--- src/rtl/gated_cmp_pkg.sv ---
package gated_cmp_pkg;
  // Strobes from control to datapath
  typedef struct packed {
    logic loadLow;    // clock enable for the lower operand bank
    logic pushValid;  // a valid sample is being captured
  } cmpStrobes_t;
endpackage

--- src/rtl/gated_cmp_ctrl.sv ---
module gated_cmp_ctrl
  import gated_cmp_pkg::*;
(
  input  logic        inValid,
  input  logic        topA,
  input  logic        topB,
  output cmpStrobes_t strobes
);
  always_comb begin
    strobes.pushValid = inValid;
    // lower bits matter only when the top bits agree
    strobes.loadLow   = inValid & ~(topA ^ topB);
  end
endmodule

--- src/rtl/gated_cmp_datapath.sv ---
module gated_cmp_datapath
  import gated_cmp_pkg::*;
#(
  parameter int WIDTH = 8
) (
  input  logic             clk,
  input  logic             rst,
  input  cmpStrobes_t      strobes,
  input  logic [WIDTH-1:0] opA,
  input  logic [WIDTH-1:0] opB,
  output logic             gtOut,
  output logic             outValid
);
  localparam int TOP   = WIDTH - 1;
  localparam int LOW_W = WIDTH - 1;

  logic             topAReg, topBReg;
  logic [LOW_W-1:0] lowAReg, lowBReg;
  logic             validReg;
  logic             lowGt;

  // top bits: captured every cycle
  always_ff @(posedge clk) begin
    if (rst) begin
      topAReg <= 1'b0;
      topBReg <= 1'b0;
    end else begin
      topAReg <= opA[TOP];
      topBReg <= opB[TOP];
    end
  end

  // lower bank: clock-enabled by strobe
  always_ff @(posedge clk) begin
    if (rst) begin
      lowAReg <= '0;
      lowBReg <= '0;
    end else if (strobes.loadLow) begin
      lowAReg <= opA[LOW_W-1:0];
      lowBReg <= opB[LOW_W-1:0];
    end
  end

  always_ff @(posedge clk) begin
    if (rst) validReg <= 1'b0;
    else     validReg <= strobes.pushValid;
  end

  assign lowGt = (lowAReg > lowBReg);

  always_comb begin
    if (topAReg != topBReg) gtOut = topAReg & ~topBReg;
    else                    gtOut = lowGt;
  end

  assign outValid = validReg;

  AST_LOW_HOLD: assert property (@(posedge clk) disable iff (rst)
    !strobes.loadLow |=> ($stable(lowAReg) && $stable(lowBReg)));

  AST_TOP_DECIDES: assert property (@(posedge clk) disable iff (rst)
    (outValid && ($past(opA[TOP]) != $past(opB[TOP]))) |-> (gtOut == $past(opA[TOP])));

  AST_FULL_RESULT: assert property (@(posedge clk) disable iff (rst)
    outValid |-> (gtOut == ($past(opA) > $past(opB))));

  AST_VALID_FOLLOW: assert property (@(posedge clk) disable iff (rst)
    strobes.pushValid |=> outValid);

  AST_IDLE_NO_VALID: assert property (@(posedge clk) disable iff (rst)
    !strobes.pushValid |=> !outValid);

  AST_RESET_CLEAR: assert property (@(posedge clk)
    rst |=> (!outValid && !gtOut));
endmodule

--- src/rtl/gated_gt_cmp.sv ---
module gated_gt_cmp
  import gated_cmp_pkg::*;
#(
  parameter int WIDTH = 8
) (
  input  logic             clk,
  input  logic             rst,
  input  logic             inValid,
  input  logic [WIDTH-1:0] opA,
  input  logic [WIDTH-1:0] opB,
  output logic             gtOut,
  output logic             outValid
);
  cmpStrobes_t strobes;

  gated_cmp_ctrl i_ctrl (
    .inValid (inValid),
    .topA    (opA[WIDTH-1]),
    .topB    (opB[WIDTH-1]),
    .strobes (strobes)
  );

  gated_cmp_datapath #(.WIDTH(WIDTH)) i_dp (
    .clk      (clk),
    .rst      (rst),
    .strobes  (strobes),
    .opA      (opA),
    .opB      (opB),
    .gtOut    (gtOut),
    .outValid (outValid)
  );
endmodule

--- config.mk ---
export PLATFORM = sky130hd
export DESIGN_NAME = gated_gt_cmp
export DESIGN_NICKNAME = d
export VERILOG_FILES = /design/src/rtl/gated_cmp_pkg.sv /design/src/rtl/gated_cmp_ctrl.sv /design/src/rtl/gated_cmp_datapath.sv /design/src/rtl/gated_gt_cmp.sv
export SDC_FILE = /design/constraint.sdc
export NUM_CORES = 1
export LEC_CHECK = 0
export ABC_AREA = 1
export BUFFER_PORTS_ARGS = -buffer_cell sky130_fd_sc_hd__buf_4
export CORE_MARGIN = 4
export CORE_UTILIZATION = 58
export CTS_BUF_LIST = sky130_fd_sc_hd__clkbuf_2
export DETAILED_ROUTE_END_ITERATION = 8
export PLACE_DENSITY_LB_ADDON = 0.1
export SYNTH_ARGS = -nofsm -noshare
export SYNTH_HDL_FRONTEND = slang
export SYNTH_SLANG_ARGS = --single-unit
--- constraint.sdc ---
create_clock -name clk -period 1.9 [get_ports clk]
set_input_delay 0 -clock clk [delete_from_list [all_inputs] [get_ports clk]]
set_output_delay 0 -clock clk [all_outputs]
set_load 0.03 [all_outputs]
==> results.toml, run 1 <==
[route]
avgRoutedWirePerCell_um = 13.5
num_vias = 909
vias_per_cell = 5.25
drtAntennaViolNets = 0
drt-pass1-iter-count = 5
route.detailed.drc = 0
drtIter0Drc = 28
wirelength_mm = 2.34

[setup_path]
crit_path_frequent_cell = "nand2_1"
crit_fanout = 2
r2r_setup_slack_ns = 0.75
cp-end-kind = "output port"
start_kind = "flip-flop"
cpPeakStageDelay_ns = 0.35
cp.required_ns = 1.90
critPathArrivalTime_ns = 1.63
crit_chain = "inv_1 -> ha_1 -> nand2_1 -> nor2_1 -> nand2_1 -> nand2_1 -> nand2_1 -> nand2_1 -> buf_4"
crit_type = "flip-flop to output port"
cp_slowest_cell = "dfxtp_1"

[global_routing]
grt_max_degree = 22
use_met1 = 0.249
busiest_layer = "met2"
grt_pass1_vias = 913
overflow = 0
grt_pass1_wl_mm = 3.85
track_usage = 0.254
use_met2 = 0.472
antenna_found_initial = 0
met3_usage = 0.0575

[pwr]
p_per_area_mw_per_mm2 = 643
leakage_uw = 0.000634
power.total_uw = 775
max-vdd-ir-drop_v = 0.000530

[place]
port-buffer-count = 20
post-place-ws_ns = 0.686
placed_area_mm2 = 0.00101
hpwl_mm = 1.35
gp_congestion = 0.729
dpl.cell_count = 152

[sta]
fin_crit_sh = 0.857
setup_violations = 0
rsz0062_at_grt = "false"
finalMaxSlewViolations = 0
layout_min_cycle_time_ns = 1.63
relSlewSlack = 0.838
finClkSkew_ns = 0
fmax_mhz = 614
hold_violations = 0
tightest_slew_ns = 0.242
timing.setup.tns_ns = 0
finalWorstSetupSlack_ns = 0.271

[cts]
insertion_delay_ns = 0.31
cts_tree = "built"
cts-root-buf = "clkbuf_2"
clkTransAtPathRegs_ns = 0.17
post_cts_buffers = 0
htreeDepth = 1
cts_sinks = 17
cts_buffer_depth = 2
cts_buffers = 3
cts_resized = 0
ctsHoldBuffers = 17

[die]
ios = 21
die_h_um = 46.8
fp.dieW_um = 46.8
rows = 13
initial_core_util = 0.639
dieArea_mm2 = 0.00219
core_mm2 = 0.00137

[cells_and_area]
regArea_um2 = 340
drive_gt1_frac = 0.184
final_nets = 186
fin_cells = 173
syn2layout_area_growth_pct = 38.0
multi_input_area_um2 = 438
n_fill_cell = 73
diodes = 0
stdcell_area_mm2 = 0.00120

[synthesis]
synth.top_cells.by_area = "dfxtp_1 (39%), nand2_1 (15%), ha_1 (11%)"
synthesis.nets = 148
yosysSeqAreaShare = 0.390
yosysWarnings = 0
syn_inst = 121
netlist_area_um2 = 873
ys_async_sr_fraction = 0
synth_edf_count = 0
ys_types = 15
synth_area_leader_cell = "dfxtp_1"
synth_ff_type = "dfxtp_1"
yosysTopAreaCellShare = 0.390
synth_most_common_cell = "nand2_1"
ys_seq_elements = 17
synth_common_cells = "nand2_1 (34), nor2_1 (19), dfxtp_1 (17)"
syn_avg_cell_area_um2 = 7.22

[outcome]
status = "finished, final reports clean"

[flow_run]
drv_cap = 0

[min_path]
hold_path_class = "input pin to flip-flop"
[state kept, by name, indices dropped and copies added, names as in the netlist]
name and count:
i_dp.lowBReg 7, i_dp.topBReg 1, i_dp.outValid 1, i_dp.topAReg 1
i_dp.lowAReg 7
[cell type report]
cell class,count,area share
clock buffer,3,0.0125
multi-input combinational,82,0.363
clock inverter,1,0.00415
inverter,18,0.0561
tap,15,0.0156
timing repair buffer,37,0.266
sequential,17,0.282
[cell usage in the layout, fill, tap and decap left out, drive strengths merged]
master and count:
buf 20, nand4 7, ha 8, dlygate4sd3 17, inv 18, dfxtp 17, clkinv 1, clkbuf 3
a21oi 10, nand2 36, nand3 2, nor2 19
[worst paths after layout]
kind | from | to | depth (start not counted)
worst max-delay path | i_dp.lowBReg[6] | gtOut | 9
worst min-delay path | opA[2] | i_dp.lowAReg[2] | 3
worst max register to register | i_dp.lowAReg[5] | i_dp.lowAReg[5] | 3
worst min register to register | i_dp.lowBReg[0] | i_dp.lowBReg[0] | 2
[through the flow]
| stage | utilization | hold slack (ns) |
|---|---|---|
| finish | 0.882 | 0.0131 |
| global placement | 0.743 | 0.222 |
| detailed placement | 0.743 | 0.229 |
| CTS | 0.882 | 0.0266 |
| global route | 0.882 | 0.0183 |
| floorplan | - | 0.126 |
[power breakdown]
group / switching (uW) / total [uW] / leakage [uW] / internal, uW
Sequential: 9.70 / 390 / 0.000140 / 380
Clock: 120 / 167 / 0.0000164 / 47.7
Combinational: 117 / 218 / 0.000477 / 101
[critical path: cells and delay by family, from the launching register on]
family        cells  cell delay (ns)
fa+ha+maj         1             0.29
buf+inv           2             0.21
flops             1             0.35
simple gates      6             0.47
[routing by layer]
metal,routed length [um],vias to the layer above
met1,848,391
met2,1210,51
met5,0,-
li1,-,453
met3,159,14
met4,119,0
[logic make-up after synthesis]
logic type	after synthesis	share of synthesized area
flops	17	0.390
simple gates	64	0.330
fa+ha+maj	8	0.115
compound gates	10	0.0573
buf+inv	22	0.109
No activity file was read; power rests on OpenSTA's default activity.
==> run 2, diff against run 1 <==
RECOVER_POWER = 25   (was not set)
SYNTH_HIERARCHICAL = 1   (was not set)
==> run 2 against run 1 <==
Effect of this change: sequential share of layout area fell by 0.38 points; largest cell class unchanged; highest routed layer unchanged; sequential power about the same; synthesized area fell by 0.43%.
==> results.toml, run 2 <==
[outcome]
status = "finished, final reports clean"

[die]
dieArea_mm2 = 0.00218
fp.dieW_um = 46.7
core_mm2 = 0.00135
rows = 13
initial_core_util = 0.644
die_h_um = 46.7
ios = 21

[cts]
cts_resized = 0
cts_tree = "built"
post_cts_buffers = 0
cts_buffers = 3
cts-root-buf = "clkbuf_2"
insertion_delay_ns = 0.30
cts_buffer_depth = 2
clkTransAtPathRegs_ns = 0.16
cts_sinks = 17
htreeDepth = 1

[synthesis]
synth_area_leader_cell = "dfxtp_1"
synth_common_cells = "nand2_1 (29), inv_1 (18), dfxtp_1 (17)"
synth_ff_type = "dfxtp_1"
ys_async_sr_fraction = 0
synthesis.nets = 138
netlist_area_um2 = 870
syn_avg_cell_area_um2 = 7.83
yosysSeqAreaShare = 0.391
synth_most_common_cell = "nand2_1"
yosysTopAreaCellShare = 0.391
synth_edf_count = 0
ys_types = 12
synth.top_cells.by_area = "dfxtp_1 (39%), nand2_1 (13%), ha_1 (12%)"
yosysWarnings = 6
syn_inst = 111
ys_seq_elements = 17

[global_routing]
antenna_found_initial = 0
grt_pass1_vias = 819
overflow = 0
grt_pass1_wl_mm = 3.25
track_usage = 0.212
grt_max_degree = 22

[route]
drtAntennaViolNets = 0
drtIter0Drc = 5
num_vias = 829
wirelength_mm = 2.03
avgRoutedWirePerCell_um = 12.2
route.detailed.drc = 0
drt-pass1-iter-count = 4
vias_per_cell = 4.99

[cells_and_area]
drive_gt1_frac = 0.212
largestRegisters = "i_dp/lowAReg: 7 flops, i_dp/lowBReg: 7 flops"
final_nets = 179
final_common_cell = "nand2_1"
syn2layout_area_growth_pct = 40.4
diodes = 0
mostFrequentLayoutCells = "nand2_1 (29), dlygate4sd3_1 (21), buf_4 (20)"

[pwr]
p_sw_uw = 238
leakage_uw = 0.000601
p_clk_frac = 0.221
p_int_uw = 541
p_per_area_mw_per_mm2 = 638
max-vdd-ir-drop_v = 0.000422
seqPwrFrac = 0.498
swShare = 0.305
power_frac_comb = 0.281
power.total_uw = 779

[place]
post-place-ws_ns = 0.669
hpwl_mm = 1.21
port-buffer-count = 20
gp_congestion = 0.744

[sta]
rsz0062_at_grt = "false"
holdWs_ns = 0.453
tightest_slew_ns = 0.369
finalMaxSlewViolations = 0
hold_violations = 0
finalWorstSetupSlack_ns = 0.142
finClkSkew_ns = 0
timing.setup.tns_ns = 0
setup_violations = 0
layout_min_cycle_time_ns = 1.76
fin_crit_sh = 0.925
relSlewSlack = 0.755
fmax_mhz = 569

[setup_path]
crit_fanout = 21
ff2ff_path_depth = 3
crit_path_start = "opB[7]"
cp-end-kind = "flip-flop"
crit_end = "i_dp/lowAReg[3]"
r2r_setup_slack_ns = 0.75
start_kind = "input pin"
r2r-start = "i_dp/lowAReg[3]"
crit_type = "input pin to flip-flop"
reg2reg_to = "i_dp/lowAReg[3]"
cp.required_ns = 2.16
critPathArrivalTime_ns = 2.02

[flow_run]
drv_cap = 0

[min_path]
hold_path_class = "input pin to flip-flop"
holdPathStages = 4
[run 2: cell types whose count changed in the layout (fill, tap and decap cells not counted), sizes merged, moves of 2 or more]
| cell | delta |
|---|---|
| a211oi | +7 |
| nand2 | -7 |
| nand4 | -7 |
| nor2 | -5 |
| dlygate4sd3 | +4 |
| clkbuf | +2 |
[run 2: worst min-delay path by stage]
stage                     startpoint         endpoint  slack, ns
after floorplan               opA[7]     i_dp/topAReg       0.11
after global placement        opB[7]     i_dp/topBReg       0.21
after detailed placement     inValid    i_dp/outValid       0.22
after CTS                        rst  i_dp/lowAReg[5]     0.0006
after global routing          opA[6]  i_dp/lowAReg[6]       0.48
final                        inValid    i_dp/outValid       0.45
[run 2: critical path: stages]
cell	delay (ns)
dlygate4sd3_1	0.54
buf_4	0.14
inv_1	0.07
nand2_1	0.05
nand2_1	0.06
nor2_1	0.04
buf_4	0.16
inv_4	0.20
nand2_1	0.09
a21oi_1	0.12
dlygate4sd3_1	0.55
[run 2: metrics by stage]
step | std cells | utilization | area, um2
after global routing | 166 | 0.905 | 1220
after CTS | 165 | 0.900 | 1210
after detailed placement | 141 | 0.737 | 995
after global placement | 141 | 0.737 | 995
after floorplan | 111 | - | 870
final | 166 | 0.905 | 1220
[run 2: power by group through the flow]
stage,Clock (uW),Sequential (uW),Combinational [uW]
global route,190,390,242
floorplan,0,396,125
finish,172,388,219
CTS,177,388,209
global placement,0,395,170
detailed placement,0,396,177
[run 2: cells by family (layout without fill, tap and decap cells)]
| group | count (synthesis) | in the layout | synth area share |
|---|---|---|---|
| buffers and inverters | 25 | 65 | 0.144 |
| AND/OR/NAND/NOR | 44 | 44 | 0.191 |
| AO/OA/AOI/OAI | 17 | 17 | 0.158 |
| flip-flops | 17 | 17 | 0.391 |
| adder cells (fa/ha/maj) | 8 | 8 | 0.115 |
[run 2: metal layers]
metal	vias to the layer above	global-route usage	wire (um)
met1	378	0.224	837
met2	27	0.409	1100
met4	0	0.0829	14
li1	422	-	-
met5	-	0	0
met3	2	0.0352	81
[run 2: cell type report]
| class | instances | area (um2) |
|---|---|---|
| sequential | 17 | 340 |
| inverter | 19 | 73.8 |
| clock buffer | 4 | 20.0 |
| fill | 67 | 129 |
| multi-input combinational | 69 | 404 |
| timing repair buffer | 42 | 364 |
| tap | 15 | 18.8 |
[run 2: what timing repair did]
action,in CTS,in global routing
hold buffers,20,1
setup endpoints to repair,0,0
hold endpoints to repair,17,3
==> run 3, diff against run 2 <==
CORE_MARGIN = 1   (was 4)
SYNTH_HIERARCHICAL = not set   (was 1)
==> run 3 against run 2 <==
Effect of this change: critical path depth decreased by 2; fmax is 1.4% higher; via count up 12%; wire length increased by 17%; largest power group unchanged; clock-buffer cell count decreased by 1; critical endpoint is now gtOut; worst setup slack improved by 0.025 ns; global-route usage is 13 points higher; cell count increased by 4.8%; critical path type is now flip-flop to output port; combinational power grew 3%.
==> results.toml, run 3 (synthesis gave the netlist of run 1 again) <==
[route]
wirelength_mm = 2.38
num_vias = 927
drtIter0Drc = 40
avgRoutedWirePerCell_um = 13.7
vias_per_cell = 5.33
drt-pass1-iter-count = 4
route.detailed.drc = 0
drtAntennaViolNets = 0

[min_path]
hold_path_class = "input pin to flip-flop"

[global_routing]
grt_max_degree = 22
antenna_found_initial = 0
overflow = 0
grt_pass1_vias = 815
track_usage = 0.341
grt_pass1_wl_mm = 3.56

[cells_and_area]
n_fill_cell = 70
syn2layout_area_growth_pct = 38.7
diodes = 0
fin_cells = 174
mostFrequentLayoutCells = "nand2_1 (34), nor2_1 (19), buf_4 (19)"
final_nets = 187
largestRegisters = "i_dp.lowAReg: 7 flops, i_dp.lowBReg: 7 flops"
drive_gt1_frac = 0.164
regArea_um2 = 340
final_common_cell = "nand2_1"
multi_input_area_um2 = 438

[sta]
fmax_mhz = 577
hold_violations = 0
fin_crit_sh = 0.912
rsz0062_at_grt = "false"
holdWs_ns = 0.440
timing.setup.tns_ns = 0
finalMaxSlewViolations = 0
tightest_slew_ns = 0.373
relSlewSlack = 0.752
layout_min_cycle_time_ns = 1.73
setup_violations = 0
finClkSkew_ns = 0

[setup_path]
r2r_setup_slack_ns = 0.64
cp-end-kind = "output port"
cp.required_ns = 1.90
critPathArrivalTime_ns = 1.73
start_kind = "flip-flop"
cpPeakStageDelay_ns = 0.35
crit_type = "flip-flop to output port"
crit_fanout = 2
crit_chain = "inv_1 -> ha_1 -> nand2_1 -> inv_1 -> a21oi_1 -> nand2_1 -> nand2_1 -> nand2_1 -> buf_4"
cp_slowest_cell = "dfxtp_1"
crit_path_frequent_cell = "nand2_1"

[die]
fp.dieW_um = 40.8
rows = 13
dieArea_mm2 = 0.00167
initial_core_util = 0.647
die_h_um = 40.8
ios = 21
core_mm2 = 0.00135

[cts]
cts-root-buf = "clkbuf_2"
cts_buffers = 3
cts_sinks = 17
clkTransAtPathRegs_ns = 0.18
cts_buffer_depth = 2
htreeDepth = 1
cts_tree = "built"
insertion_delay_ns = 0.30
ctsHoldBuffers = 18
cts_resized = 0
post_cts_buffers = 0

[flow_run]
drv_cap = 0

[pwr]
power.total_uw = 784
max-vdd-ir-drop_v = 0.000502
leakage_uw = 0.000636
p_per_area_mw_per_mm2 = 647

[place]
hpwl_mm = 1.24
port-buffer-count = 20
dpl.cell_count = 152
gp_congestion = 0.721

[outcome]
status = "finished, final reports clean"
## run 3: cell count changes in the layout (fill, tap and decap cells not counted), sizes merged, moves of 3 or more
cell,delta
a211oi,-7
dlygate4sd3,-3
nand4,+7
nand2,+7
nor2,+5
## run 3: metrics by stage
stage	utilization	cell area [um2]	setup WS, ns
global placement	0.752	1010	0.701
global route	0.897	1210	0.0874
finish	0.897	1210	0.167
floorplan	-	873	0.754
detailed placement	0.752	1010	0.674
CTS	0.900	1210	0.299
## run 3: worst paths after layout
check | from | to | cells after the start
worst min register to register | i_dp.lowAReg[6] | i_dp.lowAReg[6] | 2
worst min-delay path | opB[4] | i_dp.lowBReg[4] | 4
worst max register to register | i_dp.lowAReg[4] | i_dp.lowAReg[4] | 3
worst max-delay path | i_dp.lowBReg[6] | gtOut | 9
## run 3: where the power goes
group	total, uW	switching (uW)	internal (uW)
clock network	170	122	47.7
registers	390	9.87	380
logic	225	123	102
## run 3: critical path: cells and delay by family (launching register included)
kind	cells	cell delay, ns
flops	1	0.35
simple gates	4	0.30
fa+ha+maj	1	0.30
buf+inv	3	0.28
compound gates	1	0.18
## run 3: cell type report
cell class | count | share of cell area
multi-input combinational | 82 | 0.362
sequential | 17 | 0.281
timing repair buffer | 38 | 0.270
inverter | 18 | 0.0558
tap | 15 | 0.0155
clock buffer | 3 | 0.0124
clock inverter | 1 | 0.00413
## run 3: per-layer routing
| metal | share of wire | track usage |
|---|---|---|
| met3 | 0.055 | 0.0489 |
| met4 | 0.029 | 0.192 |
| met2 | 0.52 | 0.625 |
| met5 | 0 | 0 |
| met1 | 0.39 | 0.364 |
